--- src/rtl/llsc_pkg.sv ---
package llsc_pkg;
  typedef struct packed {
    logic n;
    logic z;
    logic v;
    logic c;
  } nzvc_t;

  localparam nzvc_t NZVC_CLEAR = '{n: 1'b0, z: 1'b0, v: 1'b0, c: 1'b0};
endpackage

--- src/rtl/llsc_word_match.sv ---
// Word-granular address comparisons for the reservation and the store-conditional.
module llsc_word_match #(
  parameter int ADDR_W = 32,
  parameter int LSB    = 2
) (
  input  logic              resv_valid,
  input  logic [ADDR_W-1:0] resv_addr,
  input  logic              sc_req,
  input  logic [ADDR_W-1:0] sc_addr,
  input  logic [ADDR_W-1:0] ll_addr,
  input  logic              snp_valid,
  input  logic [ADDR_W-1:0] snp_addr,
  output logic              snp_hits_resv,
  output logic              snp_hits_ll,
  output logic              sc_pass
);
  function automatic logic same_word(input logic [ADDR_W-1:0] a,
                                     input logic [ADDR_W-1:0] b);
    return ((a ^ b) >> LSB) == '0;
  endfunction

  always_comb begin
    snp_hits_resv = snp_valid && resv_valid && same_word(snp_addr, resv_addr);
    snp_hits_ll   = snp_valid && same_word(snp_addr, ll_addr);
    sc_pass       = sc_req && resv_valid && same_word(sc_addr, resv_addr)
                    && !snp_hits_resv;
  end
endmodule

--- src/rtl/llsc_resv_reg.sv ---
// Lock register plus its valid bit.
module llsc_resv_reg #(
  parameter int ADDR_W = 32
) (
  input  logic              clk,
  input  logic              rst_n,
  input  logic              take,
  input  logic [ADDR_W-1:0] take_addr,
  input  logic              take_killed,
  input  logic              drop,
  output logic              valid,
  output logic [ADDR_W-1:0] addr
);
  logic              valid_d;
  logic [ADDR_W-1:0] addr_d;
  logic              addr_en;

  always_comb begin
    valid_d = valid;
    addr_d  = addr;
    addr_en = take;
    if (take) begin
      valid_d = !take_killed;
      addr_d  = take_addr;
    end else if (drop) begin
      valid_d = 1'b0;
    end
  end

  always_ff @(posedge clk or negedge rst_n) begin
    if (!rst_n) begin
      valid <= 1'b0;
      addr  <= '0;
    end else begin
      valid <= valid_d;
      if (addr_en) addr <= addr_d;
    end
  end
endmodule

--- src/rtl/llsc_flag_gen.sv ---
// Condition flags for load-locked and store-conditional results.
module llsc_flag_gen #(
  parameter int DATA_W = 32
) (
  input  logic              is_sc,
  input  logic              sc_pass,
  input  logic [DATA_W-1:0] ld_word,
  output llsc_pkg::nzvc_t   flags
);
  localparam int NBYTES = DATA_W / 8;

  logic [NBYTES-1:0] byte_zero;

  for (genvar g = 0; g < NBYTES; g++) begin : g_byte
    assign byte_zero[g] = ld_word[g*8 +: 8] == 8'h00;
  end

  always_comb begin
    flags = llsc_pkg::NZVC_CLEAR;
    if (is_sc) begin
      flags.v = !sc_pass;
    end else begin
      flags.n = ld_word[DATA_W-1];
      flags.z = ld_word == '0;
      flags.c = |byte_zero;
    end
  end
endmodule

--- src/rtl/llsc_monitor.sv ---
module llsc_monitor #(
  parameter int ADDR_W = 32,
  parameter int DATA_W = 32
) (
  input  logic              clk,
  input  logic              rst_n,
  input  logic              ll_req,
  input  logic [ADDR_W-1:0] ll_addr,
  input  logic [DATA_W-1:0] ll_rdata,
  input  logic              sc_req,
  input  logic [ADDR_W-1:0] sc_addr,
  input  logic [DATA_W-1:0] sc_wdata,
  input  logic              snp_valid,
  input  logic [ADDR_W-1:0] snp_addr,
  output logic              mem_wr_en,
  output logic [ADDR_W-1:0] mem_wr_addr,
  output logic [DATA_W-1:0] mem_wr_data,
  output logic              flags_valid,
  output logic [3:0]        flags_nzvc
);
  localparam int LSB = $clog2(DATA_W / 8);
  localparam logic [ADDR_W-1:0] LOW_MASK = ADDR_W'((1 << LSB) - 1);

  logic              resv_valid;
  logic [ADDR_W-1:0] resv_addr;
  logic              snp_hits_resv, snp_hits_ll, sc_pass;
  logic              ll_take;
  llsc_pkg::nzvc_t   flags_d;

  logic              wr_en_d, fv_d, flags_en, wr_en_cap;
  logic [ADDR_W-1:0] wr_addr_d;

  assign ll_take = ll_req && !sc_req;

  llsc_word_match #(.ADDR_W(ADDR_W), .LSB(LSB)) u_match (
    .resv_valid   (resv_valid),
    .resv_addr    (resv_addr),
    .sc_req       (sc_req),
    .sc_addr      (sc_addr),
    .ll_addr      (ll_addr),
    .snp_valid    (snp_valid),
    .snp_addr     (snp_addr),
    .snp_hits_resv(snp_hits_resv),
    .snp_hits_ll  (snp_hits_ll),
    .sc_pass      (sc_pass)
  );

  llsc_resv_reg #(.ADDR_W(ADDR_W)) u_resv (
    .clk        (clk),
    .rst_n      (rst_n),
    .take       (ll_take),
    .take_addr  (ll_addr),
    .take_killed(snp_hits_ll),
    .drop       (sc_req || snp_hits_resv),
    .valid      (resv_valid),
    .addr       (resv_addr)
  );

  llsc_flag_gen #(.DATA_W(DATA_W)) u_flags (
    .is_sc  (sc_req),
    .sc_pass(sc_pass),
    .ld_word(ll_rdata),
    .flags  (flags_d)
  );

  always_comb begin
    wr_en_d   = sc_pass;
    wr_en_cap = sc_req;
    wr_addr_d = sc_addr & ~LOW_MASK;
    fv_d      = sc_req || ll_take;
    flags_en  = fv_d;
  end

  always_ff @(posedge clk or negedge rst_n) begin
    if (!rst_n) begin
      mem_wr_en   <= 1'b0;
      mem_wr_addr <= '0;
      mem_wr_data <= '0;
      flags_valid <= 1'b0;
      flags_nzvc  <= '0;
    end else begin
      mem_wr_en   <= wr_en_d;
      flags_valid <= fv_d;
      if (wr_en_cap) begin
        mem_wr_addr <= wr_addr_d;
        mem_wr_data <= sc_wdata;
      end
      if (flags_en) flags_nzvc <= flags_d;
    end
  end
endmodule

--- config.mk ---
export PLATFORM = sky130hd
export DESIGN_NAME = llsc_monitor
export DESIGN_NICKNAME = d
export VERILOG_FILES = /design/src/rtl/llsc_pkg.sv /design/src/rtl/llsc_word_match.sv /design/src/rtl/llsc_resv_reg.sv /design/src/rtl/llsc_flag_gen.sv /design/src/rtl/llsc_monitor.sv
export SDC_FILE = /design/constraint.sdc
export NUM_CORES = 1
export LEC_CHECK = 0
export ABC_CLOCK_PERIOD_IN_PS = 2700
export CORE_MARGIN = 2
export CORE_UTILIZATION = 50
export CTS_CLUSTER_DIAMETER = 150
export CTS_CLUSTER_SIZE = 28
export DETAILED_ROUTE_END_ITERATION = 10
export DONT_BUFFER_PORTS = 1
export HOLD_SLACK_MARGIN = 0.12
export PLACE_DENSITY = 0.72
export SLEW_MARGIN = 20
export SYNTH_ARGS = -nofsm -noshare
export SYNTH_HDL_FRONTEND = slang
export SYNTH_SLANG_ARGS = --single-unit
--- constraint.sdc ---
create_clock -name clk -period 2.7 [get_ports clk]
set_clock_uncertainty 0.1 [all_clocks]
set_input_delay 0 -clock clk [delete_from_list [all_inputs] [get_ports clk]]
set_output_delay 0 -clock clk [all_outputs]
set_load 0.01 [all_outputs]
==> impl_metrics.toml, run 1 <==
[clock_tree]
ctsHoldBuffers = 101
cts_root_buf = "clkbuf_8"
h-tree-depth = 3
cts_buffers = 9
cts.sinks = 99
clockBufferDepth = 2
cts-resized-gates = 0
postCtsSetupBuffers = 0

[placed_design]
hpwl_um = 9234
io_buffers = 0
place_congestion = 0.8025

[floorplanning]
die_x_um = 102.2
fp.dieH_um = 102.2
placementRows = 35
io_pins = 235
initial_core_util = 0.5195

[synth]
yosysMostFrequentCell = "dfrtp_1"
yosys_warnings = 0
syn_inst = 366
synthMuxAreaShare = 0.2169
synthTopCellsByCount = "dfrtp_1 (99), mux2_2 (85), xnor2_1 (57), xor2_1 (33), nand4_1 (19)"
postSynth.asyncResetShare = 1.000
yosysSeqAreaShare = 0.5136
ys_ff_latch = 99
synth-xor-area-share = 0.1634
synth-edff-count = 0
synthAdderAreaFrac = 0
synth_cell_types = 33
synth_top_family_by_area = "multiplexers"
yosysTopAreaCell = "dfrtp_1"
synth_area_leaders = "dfrtp_1 (51%), mux2_2 (20%), xnor2_1 (10%)"
ys.flop_type = "dfrtp_1"
synth_top_area_share = 0.5136
netlist_area_mm2 = 0.004823
synth_compound_area_frac = 0.01219
syn_avg_cell_area_um2 = 13.18
synth_simple_gate_area_frac = 0.07990

[status]
status = "did not finish"
stop_stage = "4_1_cts"
error = "[ERROR RSZ-0060] Max buffer count reached."
per-stage QoR:
step           setup WS, ns  cell area (µm²)  instances
3_5_place_dp         0.6594             4942        484
2_1_floorplan        0.7787             4827        367
3_3_place_gp         0.6828             4942        484
cells by family after synthesis:
| group | after synthesis |
|---|---|
| AO/OA/AOI/OAI | 6 |
| XOR/XNOR | 90 |
| buffers and inverters | 15 |
| flip-flops | 99 |
| multiplexers | 93 |
| other | 1 |
| AND/OR/NAND/NOR | 62 |
==> inputs of run 2 (changes only) <==
Settings changed: CORE_UTILIZATION 50 to 35, CTS_CLUSTER_DIAMETER 150 to default, CTS_CLUSTER_SIZE 28 to default, HOLD_SLACK_MARGIN 0.12 to default, PLACE_DENSITY 0.72 to default, PLACE_DENSITY_LB_ADDON from default to 0.15.
==> impl_metrics.toml, run 2 <==
[synth]
ys_ff_latch = 99
synth-edff-count = 0
netlist_area_mm2 = 0.004823
yosysTopAreaCell = "dfrtp_1"
synthTopCellsByCount = "dfrtp_1 (99), mux2_2 (85), xnor2_1 (57), xor2_1 (33), nand4_1 (19)"
syn_inst = 366
yosys_warnings = 0
ys.flop_type = "dfrtp_1"
yosysSeqAreaShare = 0.5136
postSynth.asyncResetShare = 1.000
syn_avg_cell_area_um2 = 13.18
synth_cell_types = 33
yosysMostFrequentCell = "dfrtp_1"
synth_area_leaders = "dfrtp_1 (51%), mux2_2 (20%), xnor2_1 (10%)"
synth_top_area_share = 0.5136

[clock_tree]
tritoncts = "yes"
clockBufferDepth = 2
h-tree-depth = 3
cts-resized-gates = 0
cts_root_buf = "clkbuf_16"
cts.sinks = 99
cts.reportedPaths.clkPinSlew_ns = 0.07
clk_latency_ns = 0.35
cts_buffers = 9

[sta]
slew_headroom = 0.5692
tns_ns = 0
finalSetupViolations = 0
worst_hold_slack_ns = 0.009193
setup_ws_ns = 0.1118
period_share = 0.9586
worst_pin_slew_ns = 0.6455
fmax_mhz = 386.4
hold_viol_final = 0
period_needed_ns = 2.588
rsz0062_at_grt = "no"
drv_slew = 0

[power]
leakagePower_nw = 2.514
peakVddDrop_mv = 0.4205
powerDensity_mw_per_mm2 = 597.9

[worst_hold_path]
hold_depth = 4
hold_path_startpoint = "sc_addr[30]"
hold_end = "mem_wr_en"
hold_path.class = "primary input to register"

[floorplanning]
core_mm2 = 0.01335
dieArea_mm2 = 0.01474
io_pins = 235
placementRows = 42
fp.dieH_um = 121.4
initial_core_util = 0.3614
die_x_um = 121.4

[critical_path]
arrival_ns = 2.72
worst_setup_path_end_kind = "register"
crit_type = "register to register"
r2r_cells = 6
path_max_fanout = 3
ff2ff_setup_slack_ns = 0.11
critical_path_required_ns = 2.84
r2r-end = "u_resv.valid"
r2r-start = "u_resv.addr[29]"
cp-start-kind = "register"

[detailed_routing]
viasPerCell = 5.087
wire_per_inst_um = 21.88
vias = 3322
drc = 0
first_iter_violations = 102
wirelength_um = 14290
first_pass_iters = 4
ant_nets = 0

[grt]
grt_pass1_wl_um = 21120
grt_util_all_layers = 0.1974
grt_pass1_vias = 3718
antenna_found_initial = 0
grt_max_degree = 100
gr-total-overflow = 0

[layout]
seq_area_mm2 = 0.002477
diodes = 0
reg_top3 = "mem_wr_data: 32 flops, mem_wr_addr: 30 flops, u_resv.addr: 30 flops"
final_common_cell = "dlygate4sd3_1"
layout-drive-gt1-share = 0.2285
n_fill_cell = 1220
final_cell_mix = "dlygate4sd3_1 (103), dfrtp_1 (99), mux2_2 (85)"
multi_input_area_mm2 = 0.002288
nets = 637
largest_reg_flops = 32
largest-register = "mem_wr_data"
areaGrowthSynthToFinish_pct = 32.87

[job]
maxCapViolations = 0

[placed_design]
hpwl_um = 10220
io_buffers = 0
dp_slack_ns = 0.6568
place_congestion = 0.7487

[status]
status = "complete, no violations"
run 2: how the worst max path moves through the flow:
| stage | from | end | slack [ns] | depth (start not counted) |
|---|---|---|---|---|
| 2_1_floorplan | u_resv.addr[11] | mem_wr_en | 0.78 | 5 |
| 3_3_place_gp | u_resv.addr[22] | mem_wr_en | 0.68 | 5 |
| 3_5_place_dp | u_resv.addr[11] | mem_wr_en | 0.66 | 5 |
| 4_1_cts | u_resv.addr[29] | u_resv.valid | 0.11 | 6 |
| 5_1_grt | u_resv.addr[29] | u_resv.valid | 0.002 | 6 |
| 6_report | u_resv.addr[29] | u_resv.valid | 0.11 | 6 |
run 2: cell families (layout without fill, tap and decap cells):
kind of cell | Yosys count | after routing | share of synthesized area
AND/OR/NAND/NOR | 62 | 62 | 0.07990
XOR/XNOR | 90 | 90 | 0.1634
flip-flops | 99 | 99 | 0.5136
buffers and inverters | 15 | 125 | 0.01323
multiplexers | 93 | 93 | 0.2169
other | 1 | 2 | 0.0007775
AO/OA/AOI/OAI | 6 | 6 | 0.01219
run 2: per-stage QoR:
| step | power [mW] | instance area, µm² | cells | utilization |
|---|---|---|---|---|
| floorplan | 2.231 | 4827 | 367 | - |
| global placement | 2.337 | 5021 | 532 | 0.3762 |
| detailed placement | 2.348 | 5021 | 532 | 0.3762 |
| CTS | 3.890 | 6409 | 653 | 0.4801 |
| global route | 4.018 | 6409 | 653 | 0.4801 |
| finish | 3.832 | 6409 | 653 | 0.4801 |
run 2: final cells by class:
cell class	count	share of cell area
clock inverter	6	0.01132
tap	176	0.03436
inverter	2	0.001171
timing repair buffer	107	0.1738
clock buffer	10	0.03573
sequential	99	0.3866
multi-input combinational	253	0.3571
run 2: critical path: stages (launching register included):
cell and delay (ns):
dfrtp_1 0.42, xor2_1 0.18, nor4_1 0.36, nand4_1 0.20, o41ai_2 0.46, a221oi_1 0.16, dlygate4sd3_1 0.58
run 2: layer usage:
layer	track usage	vias to the layer above	share of wire	wire length, µm
li1	-	1514	-	-
met1	0.2380	1645	0.40	5731
met2	0.3150	139	0.48	6920
met3	0.08506	24	0.089	1276
met4	0.06968	0	0.025	359
met5	0	-	0	0
run 2: where the power goes:
group,internal [mW],total [mW],switching (mW),leakage [nW]
Combinational,0.390,0.669,0.279,1.20
Clock,0.731,1.33,0.598,0.149
Sequential,1.65,1.83,0.188,1.17
run 2: repair_timing:
action,in CTS,in global routing
hold buffers,105,0
buffers inserted,0,0
hold endpoints to repair,198,0
Power figures use the tool's default switching activity.
==> inputs of run 3 (changes only) <==
Settings changed: CAP_MARGIN from default to 40, CELL_PAD_IN_SITES_DETAIL_PLACEMENT from default to 1, CELL_PAD_IN_SITES_GLOBAL_PLACEMENT from default to 1, REMOVE_ABC_BUFFERS from default to 1.
==> impl_metrics.toml, run 3 (synthesis gave the netlist of run 2 again) <==
[status]
status = "complete, no violations"

[placed_design]
place_congestion = 0.7659
dp_cells = 531
hpwl_um = 9872
io_buffers = 0
dpl_cell_area_mm2 = 0.005006
dp_slack_ns = 0.5884

[critical_path]
cp_slowest_stage_delay_ns = 0.59
r2r-start = "u_resv.addr[22]"
slowest_stage = "dlygate4sd3_1"
cp-start-kind = "register"
r2r-end = "u_resv.valid"
path_buf_inv = 1
r2r_cells = 6
critical_path_required_ns = 2.84
startpoint = "u_resv.addr[22]"
crit_type = "register to register"
crit_chain = "xor2_1 -> nor4_1 -> nand4_1 -> o41ai_4 -> a221oi_1 -> dlygate4sd3_1"
cp-endpoint = "u_resv.valid"
path_max_fanout = 3
worst_setup_path_end_kind = "register"
worst-path-stages = 6
cp_top_family = "simple AND/OR/NAND/NOR gates"
ff2ff_setup_slack_ns = 0.04
arrival_ns = 2.80

[grt]
grt_max_degree = 100
grt_pass1_vias = 3844
gr-total-overflow = 0
grt_util_all_layers = 0.2043
grt_pass1_wl_um = 22050
antenna_found_initial = 0

[layout]
final_cell_area_mm2 = 0.006427
fin_util = 0.4815
final_cell_count_no_fill = 652
largest_reg_flops = 32
diodes = 0
final_cell_mix = "dlygate4sd3_1 (104), dfrtp_1 (99), mux2_2 (85)"
final_common_cell = "dlygate4sd3_1"
layout-drive-gt1-share = 0.2311
largest-register = "mem_wr_data"
reg_top3 = "mem_wr_data: 32 flops, mem_wr_addr: 30 flops, u_resv.addr: 30 flops"
areaGrowthSynthToFinish_pct = 33.26
nets = 637

[sta]
worst_pin_slew_ns = 0.5779
fmax_mhz = 376.5
period_needed_ns = 2.656
period_share = 0.9838
setup_ws_ns = 0.04374
rsz0062_at_grt = "no"
drv_slew = 0
tns_ns = 0
hold_viol_final = 0
finalSetupViolations = 0
worst_hold_slack_ns = 0.01018
slew_headroom = 0.6147

[detailed_routing]
drc = 0
vias = 3315
wirelength_um = 14630
viasPerCell = 5.084
first_iter_violations = 107
ant_nets = 0
first_pass_iters = 4
wire_per_inst_um = 22.44

[floorplanning]
core_mm2 = 0.01335
initial_core_util = 0.3614
die_x_um = 121.4
io_pins = 235
dieArea_mm2 = 0.01474
fp.dieH_um = 121.4
placementRows = 42

[clock_tree]
clk_latency_ns = 0.36
tritoncts = "yes"
cts_buffers = 9
clockBufferDepth = 2
cts.reportedPaths.clkPinSlew_ns = 0.07
cts.sinks = 99
cts_root_buf = "clkbuf_16"
postCtsSetupBuffers = 0
h-tree-depth = 3

[power]
powerDensity_mw_per_mm2 = 599.8
peakVddDrop_mv = 0.3379
leakagePower_nw = 2.510
p_total_mw = 3.855

[worst_hold_path]
hold_path.class = "primary input to register"
hold_path_startpoint = "sc_addr[18]"

[job]
maxCapViolations = 0
-- run 3: area by class of cell --
class	count	area (µm²)
fill	1365	6920
sequential	99	2477
multi-input combinational	253	2317
timing repair buffer	107	1104
clock buffer	10	239.0
tap	176	220.2
clock inverter	5	62.56
inverter	2	7.507
-- run 3: repair_timing --
action | CTS | global route
resized for setup | 0 | 3
hold endpoints to repair | 198 | 0
endpoints found under the setup margin | 0 | 2
hold buffers | 107 | 0
-- run 3: tightest hold or removal path, stage by stage --
cell and delay, ns:
xnor2_1 0.11, nor4b_1 0.18, nand4b_1 0.11, nor4_2 0.04
-- run 3: layer usage --
layer | global-route usage | vias up | wire length [µm]
met3 | 0.06720 | 13 | 1126
met2 | 0.3490 | 119 | 7586
met5 | 0 | - | 0
met4 | 0.06968 | 0 | 230
li1 | - | 1512 | -
met1 | 0.2411 | 1671 | 5685
-- run 3: how the worst min path moves through the flow --
stage | depth (start not counted) | end | slack, ns
6_report | 4 | mem_wr_en | 0.01
5_1_grt | 4 | mem_wr_en | 0.04
4_1_cts | 4 | mem_wr_en | 0.01
3_5_place_dp | 0 | mem_wr_addr[13] | -0.39
3_3_place_gp | 0 | mem_wr_addr[19] | -0.39
2_1_floorplan | 0 | flags_nzvc[0] | -0.40
-- run 3: report_power, final --
part	internal (mW)	switching (mW)	leakage, nW
clock network	0.744	0.599	0.141
registers	1.65	0.187	1.17
logic	0.391	0.288	1.20
